[src/rtl/gpio_lock_regs.sv]
module gpio_lock_regs #(
  parameter int          ADDR_W    = 12,
  parameter logic [31:0] PU_RST    = 32'h0,
  parameter logic [31:0] PD_RST    = 32'h0,
  parameter logic [31:0] SLEW_RST  = 32'h0,
  parameter logic [31:0] DRIVE_RST = 32'h0,
  parameter logic [31:0] KEY_A     = 32'hC0DEFA73,
  parameter logic [31:0] KEY_B     = 32'hC0DE1248
) (
  input  logic              clk,
  input  logic              rst_n,
  input  logic              bus_valid,
  input  logic              bus_write,
  input  logic [ADDR_W-1:0] bus_addr,
  input  logic [31:0]       bus_wdata,
  output logic [31:0]       bus_rdata,
  output logic              bus_err,
  input  logic [31:0]       pin_in,
  output logic [31:0]       pol_o,
  output logic [31:0]       dout_o,
  output logic [31:0]       oe_o,
  output logic [31:0]       odrain_o,
  output logic [31:0]       pull_up_o,
  output logic [31:0]       pull_dn_o,
  output logic [31:0]       in_en_o,
  output logic [31:0]       ev_type_o,
  output logic [31:0]       ev_both_o,
  output logic [31:0]       ev_en_o,
  output logic [31:0]       slew_o,
  output logic [31:0]       drive_o
);
  localparam int WI = ADDR_W - 2;
  localparam logic [WI-1:0] W_LOCKA  = WI'('h00 >> 2);
  localparam logic [WI-1:0] W_PIN    = WI'('h04 >> 2);
  localparam logic [WI-1:0] W_POL    = WI'('h08 >> 2);
  localparam logic [WI-1:0] W_DOUT   = WI'('h0C >> 2);
  localparam logic [WI-1:0] W_OE     = WI'('h10 >> 2);
  localparam logic [WI-1:0] W_ODR    = WI'('h14 >> 2);
  localparam logic [WI-1:0] W_PU     = WI'('h18 >> 2);
  localparam logic [WI-1:0] W_PD     = WI'('h1C >> 2);
  localparam logic [WI-1:0] W_INEN   = WI'('h20 >> 2);
  localparam logic [WI-1:0] W_EVTY   = WI'('h24 >> 2);
  localparam logic [WI-1:0] W_EVBO   = WI'('h28 >> 2);
  localparam logic [WI-1:0] W_EVEN   = WI'('h2C >> 2);
  localparam logic [WI-1:0] W_EVSET  = WI'('h30 >> 2);
  localparam logic [WI-1:0] W_EVCLR  = WI'('h34 >> 2);
  localparam logic [WI-1:0] W_SLEW   = WI'('h38 >> 2);
  localparam logic [WI-1:0] W_DRV    = WI'('h3C >> 2);
  localparam logic [WI-1:0] W_DOSET  = WI'('h68 >> 2);
  localparam logic [WI-1:0] W_DOCLR  = WI'('h6C >> 2);
  localparam logic [WI-1:0] W_OESET  = WI'('h70 >> 2);
  localparam logic [WI-1:0] W_OECLR  = WI'('h74 >> 2);
  localparam logic [WI-1:0] W_LOCKB  = WI'('h7C >> 2);

  logic          locked, lock_b_hit;
  logic [31:0]   lock_b;
  logic [WI-1:0] word;
  logic          aligned, mapped, is_lock, wr, rd_hit;
  logic [31:0]   rd_val;

  assign word    = bus_addr[ADDR_W-1:2];
  assign aligned = bus_addr[1:0] == 2'b00;
  assign is_lock = (word == W_LOCKA) || (word == W_LOCKB);
  assign wr      = bus_valid && bus_write && aligned;
  assign lock_b_hit = lock_b == KEY_B;

  always_comb begin
    rd_hit = 1'b1;
    rd_val = 32'h0;
    case (word)
      W_LOCKA: rd_val = {31'h0, locked};
      W_PIN:   rd_val = pin_in;
      W_POL:   rd_val = pol_o;
      W_DOUT:  rd_val = dout_o;
      W_OE:    rd_val = oe_o;
      W_ODR:   rd_val = odrain_o;
      W_PU:    rd_val = pull_up_o;
      W_PD:    rd_val = pull_dn_o;
      W_INEN:  rd_val = in_en_o;
      W_EVTY:  rd_val = ev_type_o;
      W_EVBO:  rd_val = ev_both_o;
      W_EVEN:  rd_val = ev_en_o;
      W_SLEW:  rd_val = slew_o;
      W_DRV:   rd_val = drive_o;
      W_EVSET, W_EVCLR, W_DOSET, W_DOCLR, W_OESET, W_OECLR, W_LOCKB: rd_val = 32'h0;
      default: rd_hit = 1'b0;
    endcase
    mapped = rd_hit && aligned;
  end

  always_ff @(posedge clk) begin
    if (!rst_n) begin
      locked <= 1'b0;  lock_b <= '0;
      pol_o <= '0;  dout_o <= '0;  oe_o <= '0;  odrain_o <= '0;
      in_en_o <= '0;  ev_type_o <= '0;  ev_both_o <= '0;  ev_en_o <= '0;
      pull_up_o <= PU_RST;  pull_dn_o <= PD_RST;
      slew_o <= SLEW_RST;   drive_o <= DRIVE_RST;
      bus_rdata <= '0;  bus_err <= 1'b0;
    end else begin
      bus_err <= bus_valid && (!mapped || (bus_write && locked && !is_lock));
      if (bus_valid && !bus_write) bus_rdata <= mapped ? rd_val : 32'h0;
      if (wr && locked) begin
        if (word == W_LOCKB) lock_b <= bus_wdata;
        else if (word == W_LOCKA && bus_wdata == KEY_A && lock_b_hit) begin
          locked <= 1'b0;
          lock_b <= '0;
        end
      end else if (wr) begin
        case (word)
          W_LOCKA, W_LOCKB: begin locked <= 1'b1; lock_b <= '0; end
          W_POL:   pol_o     <= bus_wdata;
          W_DOUT:  dout_o    <= bus_wdata;
          W_OE:    oe_o      <= bus_wdata;
          W_ODR:   odrain_o  <= bus_wdata;
          W_PU:    pull_up_o <= bus_wdata;
          W_PD:    pull_dn_o <= bus_wdata;
          W_INEN:  in_en_o   <= bus_wdata;
          W_EVTY:  ev_type_o <= bus_wdata;
          W_EVBO:  ev_both_o <= bus_wdata;
          W_EVEN:  ev_en_o   <= bus_wdata;
          W_EVSET: ev_en_o   <= ev_en_o | bus_wdata;
          W_EVCLR: ev_en_o   <= ev_en_o & ~bus_wdata;
          W_SLEW:  slew_o    <= bus_wdata;
          W_DRV:   drive_o   <= bus_wdata;
          W_DOSET: dout_o    <= dout_o | bus_wdata;
          W_DOCLR: dout_o    <= dout_o & ~bus_wdata;
          W_OESET: oe_o      <= oe_o | bus_wdata;
          W_OECLR: oe_o      <= oe_o & ~bus_wdata;
          default: ;
        endcase
      end
    end
  end

  p_engage_r2: assert property (@(posedge clk) disable iff (!rst_n)
    (wr && !locked && is_lock) |=> (locked && lock_b == 32'h0));

  p_locked_drop_r3: assert property (@(posedge clk) disable iff (!rst_n)
    (wr && locked && mapped && !is_lock) |=>
      (bus_err && $stable(dout_o) && $stable(oe_o) && $stable(pol_o) && $stable(ev_en_o)));

  p_unlock_r4: assert property (@(posedge clk) disable iff (!rst_n)
    (wr && locked && word == W_LOCKA && bus_wdata == KEY_A && lock_b == KEY_B) |=>
      (!locked && lock_b == 32'h0));

  p_wrong_key_r5: assert property (@(posedge clk) disable iff (!rst_n)
    (wr && locked && word == W_LOCKA && (bus_wdata != KEY_A || lock_b != KEY_B)) |=>
      (locked && !bus_err));

  p_bad_addr_r9: assert property (@(posedge clk) disable iff (!rst_n)
    (bus_valid && !aligned) |=> (bus_err && $stable(dout_o) && $stable(oe_o)));

  p_wo_zero_r7: assert property (@(posedge clk) disable iff (!rst_n)
    (bus_valid && !bus_write && aligned && word == W_LOCKB) |=> bus_rdata == 32'h0);

  p_err_pulse_r11: assert property (@(posedge clk) disable iff (!rst_n)
    !bus_valid |=> !bus_err);
endmodule

[config.mk]
export PLATFORM = sky130hd
export DESIGN_NAME = gpio_lock_regs
export DESIGN_NICKNAME = d
export VERILOG_FILES = /design/src/rtl/gpio_lock_regs.sv
export SDC_FILE = /design/constraint.sdc
export NUM_CORES = 1
export LEC_CHECK = 0
export BUFFER_PORTS_ARGS = -buffer_cell sky130_fd_sc_hd__buf_2
export CORE_MARGIN = 4
export CORE_UTILIZATION = 35
export DETAILED_ROUTE_END_ITERATION = 7
export PLACE_DENSITY = 0.6
export RECOVER_POWER = 100
export SYNTH_ARGS = -nofsm -noshare
export SYNTH_HDL_FRONTEND = slang
export SYNTH_SLANG_ARGS = --single-unit
[constraint.sdc]
create_clock -name clk -period 1.9 [get_ports clk]
set_input_delay 0.095 -clock clk [delete_from_list [all_inputs] [get_ports clk]]
set_output_delay 0.095 -clock clk [all_outputs]
set_load 0.05 [all_outputs]
==> impl_metrics.json, run 1 <==
{
  "synth_area_leaders": "dfxtp_1 44%, nand2_1 13%, a21oi_1 6.7%, a21boi_1 3.2%, clkbuf_1 3.2%",
  "wl_per_cell_microns": 29.35,
  "utilization_pct": 47.68,
  "synth_area_sq_um": 20440,
  "grt_max_degree": 71,
  "avgSynthCellArea_sq_um": 7.980,
  "crit_slowest_cell": "or4_4",
  "worstMarginPinSlew_ns": 0.8364,
  "power.density_nw_per_um2": 782.5,
  "multi_input_area_sq_um": 10440,
  "track_usage_pct": 35.63,
  "cts_tree": "built",
  "outcome": "finished, violations left",
  "ctsRootBufferMaster": "clkbuf_16",
  "nFillCells": 5809,
  "hold_viol": 0,
  "synthDistinctLibCells": 74,
  "ioPinCount": 497,
  "required_ns": 2.39,
  "row_count": 88,
  "die-area_sq_um": 62350,
  "maxCapViolCount": 0,
  "setup-violations-final": 84,
  "async_reset_ff_share_pct": 0,
  "fmax_mhz": 490.2,
  "htree_num_levels": 2,
  "gp_congestion": 1.028,
  "cts_made_buffers": 50,
  "vias": 24110,
  "cts_buffer_depth": 3,
  "crit_arrival_ns": 2.53,
  "antenna_found_initial": 3,
  "post_drt_via_cell_ratio": 6.004,
  "grt_pass1_vias": 22680,
  "critPathBufInv": 0,
  "syn2layout_area_growth_pct": 34.80,
  "grt_first_pass_wirelength_microns": 165200,
  "clock_skew_ns": 0.02187,
  "min_period_ns": 2.040,
  "start_kind": "flop",
  "fin_crit_sh_pct": 107.4,
  "core_sq_um": 57810,
  "syn-instance-count": 2562,
  "cts_num_sinks": 450,
  "fin_ws_ns": -0.1402,
  "cp_cell_sequence": "nor4b_4, nand4_1, or4_4, o311a_4, a22o_1",
  "drt-pass1-iter-count": 8,
  "clk_pin_slew_ns": 0.06,
  "wl_microns": 117900,
  "synth_common_cells": "707 x nand2_1, 450 x dfxtp_1, 274 x a21oi_1",
  "power.total_mw": 21.56,
  "die_h_microns": 249.7,
  "drtAntennaViolNets": 0,
  "initial_core_util_pct": 35.37,
  "crit_fanout": 6,
  "postSynthNetCount": 2642,
  "first_iter_violations": 3485,
  "hold_ws_ns": 0.01086,
  "worst-setup-path-type": "flop to flop",
  "max_stage_delay_ns": 0.58,
  "ys_ff_latch": 450,
  "yosysTopAreaCellShare_pct": 44.06,
  "synth_edf_count": 0,
  "yosysSeqAreaShare_pct": 44.06,
  "yosysMostFrequentCell": "nand2_1",
  "violations": "setup timing",
  "drive_gt1_share_pct": 17.82,
  "seq_area_sq_um": 9014,
  "p_leak_nw": 9.626,
  "synthFlopType": "dfxtp_1",
  "slew_violations": 0,
  "irDropWorstVdd_mv": 0.7473,
  "die_w_microns": 249.7,
  "dp_hpwl_microns": 86530,
  "synth_top_area_cell": "dfxtp_1",
  "final_net_count": 3289,
  "port_buffers": 496,
  "rsz0062_at_grt": "true",
  "max_slew_margin_pct": 44.48,
  "drc": 0,
  "end_kind": "flop",
  "insertion_delay_ns": 0.62,
  "overflow": 0,
  "hold_path.class": "input port to flop",
  "ys_warn_count": 0,
  "critPathTopFamily": "simple AND/OR/NAND/NOR gates"
}
power by group:
part | internal [mW] | total [mW] | switching (mW)
Combinational | 0.542 | 1.59 | 1.05
Sequential | 9.43 | 9.44 | 0.000994
Clock | 6.23 | 10.5 | 4.32
Total | 16.2 | 21.6 | 5.36
cells in the final DEF, fill, tap and decap left out, types with 16 or more instances in the layout:
cell type	synthesis	final
nor2b_1	29	29
mux2i_1	50	50
o21ai_0	126	126
a32o_1	42	42
nand3_1	29	23
nor2_1	98	98
a22o_1	21	21
a31oi_1	16	16
buf_12	0	45
buf_4	16	271
clkbuf_1	174	429
dlygate4sd3_1	0	35
dfxtp_1	450	446
nand2_1	707	707
buf_2	76	76
a21boi_0	20	31
a21oi_1	274	274
a21boi_1	88	77
a22oi_1	75	75
mux2_2	31	31
a211oi_1	18	18
clkbuf_16	0	51
and2_1	24	19
registers in the layout, indices dropped and copies added, names as in the netlist:
| name | cells |
|---|---|
| oe_o | 32 |
| odrain_o | 32 |
| bus_err | 1 |
| pull_dn_o | 32 |
| locked | 1 |
| pull_up_o | 32 |
| pol_o | 32 |
| ev_en_o | 32 |
| in_en_o | 32 |
| drive_o | 32 |
| slew_o | 32 |
| ev_both_o | 32 |
| ev_type_o | 32 |
| bus_rdata | 32 |
| dout_o | 32 |
| lock_b | 32 |
final timing paths:
kind / start / to / slack, ns / cells past startpoint
worst max-delay path: lock_b[7] / lock_b[22] / -0.14 / 5
worst min-delay path: bus_wdata[14] / drive_o[14] / 0.01 / 4
worst max register to register: lock_b[7] / lock_b[22] / -0.14 / 5
worst min register to register: pull_dn_o[23] / pull_dn_o[23] / 0.46 / 2
timing repair:
item                                    CTS  global route
endpoints found under the setup margin   13            16
gates resized for setup                  12             7
buffers inserted                          0             1
cloned                                    1             0
hold endpoints to repair                120             1
pin swaps                                10             4
hold buffers                             34             1
per-layer routing:
layer	part of all wire, %	vias up	track usage, %
met1	38	11520	45.83
met5	0.022	-	0
met2	43	1905	56.13
met3	12	433	9.233
li1	-	10250	-
met4	6.4	4	16.59
metrics by stage:
| step | instances | TNS (ns) | instance area, sq um | setup slack, ns |
|---|---|---|---|---|
| floorplan | 2562 | -0.2784 | 20460 | -0.02784 |
| global placement | 3886 | -49.38 | 26080 | -0.3610 |
| detailed placement | 3886 | -61.01 | 26080 | -0.3965 |
| CTS | 4013 | -1.713 | 28260 | -0.1618 |
| global route | 4014 | -14.97 | 27550 | -0.1542 |
| finish | 4016 | -2.669 | 27560 | -0.1402 |
worst reg2reg max path: cells and delay by family, from the launching register on:
| family | cells | cell delay [ns] |
|---|---|---|
| and+or+nand+nor | 3 | 1.02 |
| AOI/OAI and AO/OA | 2 | 0.57 |
| DFF | 1 | 0.33 |
layout make-up:
cell class                 instances  area share, %
clock inverter                    20          1.012
inverter                           4        0.08172
antenna                            2        0.01816
clock buffer                      72          5.353
sequential                       450          32.71
timing repair buffer             867          19.49
multi-input combinational       1836          37.87
tap                              765          3.473
logic make-up (layout without fill, tap and decap cells):
logic type / Yosys count / in the layout / share of synthesized area (%)
DFF: 450 / 450 / 44.06
buffers and inverters: 277 / 963 / 5.881
AOI/OAI and AO/OA: 765 / 766 / 24.12
other: 0 / 2 / 0
and+or+nand+nor: 980 / 980 / 20.78
muxes: 90 / 90 / 5.147
(Power assumes the default switching activity.)
==> inputs of run 2 (changes only) <==
- GPL_TIMING_DRIVEN: not set -> 1
- PLACE_DENSITY: 0.6 -> 0.58
- clock period: 1.9 -> 2.3 ns (I/O delays scaled with it)
==> run 2 against run 1 <==
The flow now finishes without violations. Combinational power fell by 25%. Largest cell class unchanged. First-iteration DRC count fell by 3.3%. Sequential power fell by 17%. Highest routed layer unchanged. Critical path type is now input port to flop. Non-clock buffer count fell by 119. Clock skew rose by 0.0034 ns. Sequential share of layout area rose by 1.5 points. Via count fell by 3.4%. Wire length fell by 1.9%. Utilization fell by 2.1 points.
==> impl_metrics.json, run 2 (same netlist as run 1, synthesis figures left out) <==
{
  "outcome": "completed",
  "vias": 23300,
  "dp.cells": 3778,
  "wl_per_cell_microns": 29.73,
  "gp_congestion": 1.027,
  "power.total_mw": 17.43,
  "wl_microns": 115700,
  "cts_tree": "built",
  "cp_cell_sequence": "dlygate4sd3_1, buf_2, or4b_2, nor4_4, buf_4, clkbuf_2, a21oi_1, a211oi_1",
  "syn2layout_area_growth_pct": 28.77,
  "tns_ns": 0,
  "start_kind": "input port",
  "cts_buffer_depth": 3,
  "power.density_nw_per_um2": 661.9,
  "drive_gt1_share_pct": 14.08,
  "final_cell_mix": "707 x nand2_1, 450 x dfxtp_1, 441 x clkbuf_1",
  "fin_crit_sh_pct": 98.57,
  "grt_max_degree": 89,
  "core_sq_um": 57810,
  "insertion_delay_ns": 0.61,
  "postCtsSetupRepairBufs": 0,
  "stdcell_area_sq_um": 26330,
  "crit_slowest_cell": "or4b_2",
  "final_common_cell": "nand2_1",
  "end_kind": "flop",
  "worst-setup-path-type": "input port to flop",
  "placed_cell_area_sq_um": 25120,
  "initial_core_util_pct": 35.37,
  "track_usage_pct": 34.97,
  "drt-pass1-iter-count": 7,
  "grt_pass1_vias": 21600,
  "htree_num_levels": 2,
  "grt_first_pass_wirelength_microns": 162000,
  "max_slew_margin_pct": 26.23,
  "port_buffers": 496,
  "first_iter_violations": 3369,
  "nFillCells": 5927,
  "rsz0062_at_grt": "false",
  "cts_num_sinks": 450,
  "row_count": 88,
  "max_stage_delay_ns": 0.66,
  "final_net_count": 3170,
  "hold_viol": 0,
  "setup-violations-final": 0,
  "slew_violations": 0,
  "antenna_found_initial": 3,
  "instances_no_fill": 3891,
  "die_h_microns": 249.7,
  "ctsRootBufferMaster": "clkbuf_16",
  "crit_fanout": 13,
  "drc": 0,
  "dp_hpwl_microns": 84290,
  "drtAntennaViolNets": 0,
  "clock_skew_ns": 0.02532,
  "fmax_mhz": 441.1,
  "die-area_sq_um": 62350,
  "cts_made_buffers": 51,
  "clk_pin_slew_ns": 0.06,
  "ioPinCount": 497,
  "post_drt_via_cell_ratio": 5.989,
  "utilization_pct": 45.54,
  "maxCapViolCount": 0,
  "required_ns": 2.81,
  "overflow": 0,
  "irDropWorstVdd_mv": 0.5601,
  "worstMarginPinSlew_ns": 1.107,
  "die_w_microns": 249.7,
  "p_leak_nw": 8.880,
  "min_period_ns": 2.267,
  "hold_path.class": "input port to flop",
  "crit_arrival_ns": 2.78
}
## run 2: cell count changes in the layout (fill, tap and decap cells not counted), moves of 4 or more
| cell | before | now |
|---|---|---|
| a21boi_0 | 31 | 89 |
| a21boi_1 | 77 | 19 |
| buf_12 | 45 | 35 |
| buf_4 | 271 | 174 |
| clkbuf_1 | 429 | 441 |
| clkinv_2 | 10 | 2 |
| dfxtp_1 | 446 | 450 |
| dfxtp_2 | 4 | 0 |
| dlygate4sd3_1 | 35 | 24 |
| nor3_2 | 5 | 1 |
## run 2: routing by layer
metal	part of all wire [%]	GRT usage [%]	wire [microns]
met3	11	7.701	13050
met2	44	54.31	50590
met1	39	46.46	44950
met5	0.019	0	22
met4	6.1	16.34	7066
## run 2: path summary, 6_finish.rpt
kind                      start  slack (ns)             to  cells after the start
hold / removal    bus_wdata[22]        0.03    in_en_o[22]                      4
setup reg to reg     lock_b[25]        0.06     lock_b[20]                      5
setup / recovery      bus_valid        0.03  bus_rdata[24]                      8
hold reg to reg   pull_up_o[14]        0.47  pull_up_o[14]                      2
## run 2: power by group
group | total (mW) | switching [mW] | internal (mW)
Combinational | 1.20 | 0.845 | 0.355
Clock | 8.43 | 3.48 | 4.95
Sequential | 7.80 | 0.00152 | 7.79
Total | 17.4 | 4.33 | 13.1
## run 2: layout make-up
cell class                 count  area, sq um  area share, %
antenna                        2        5.005        0.01901
clock buffer                  77         1506          5.722
clock inverter                10        173.9         0.6606
inverter                       4        22.52        0.08555
multi-input combinational   1835        10350          39.32
sequential                   450         9009          34.22
tap                          765        957.2          3.636
timing repair buffer         748         4302          16.34
## run 2: critical path, delay by kind of cell
kind | cells | cell delay (ns)
buf+inv | 4 | 1.25
compound gates | 2 | 0.35
simple gates | 2 | 1.04
## run 2: what timing repair did
| action | CTS | global route |
|---|---|---|
| hold buffers | 24 | 0 |
| setup endpoints to repair | 12 | 12 |
| endpoints found under the hold margin | 56 | 0 |
| resized for setup | 2 | 2 |
| cloned | 0 | 0 |
## run 2: through the flow
stage | setup WS, ns | hold WS [ns]
final | 0.03280 | 0.02997
after global routing | 0.01393 | 0.02275
after CTS | 0.04261 | 0.00009226
after detailed placement | -0.1098 | 0.3715
after global placement | -0.04574 | 0.3782
after floorplan | 0.3036 | 0.2345
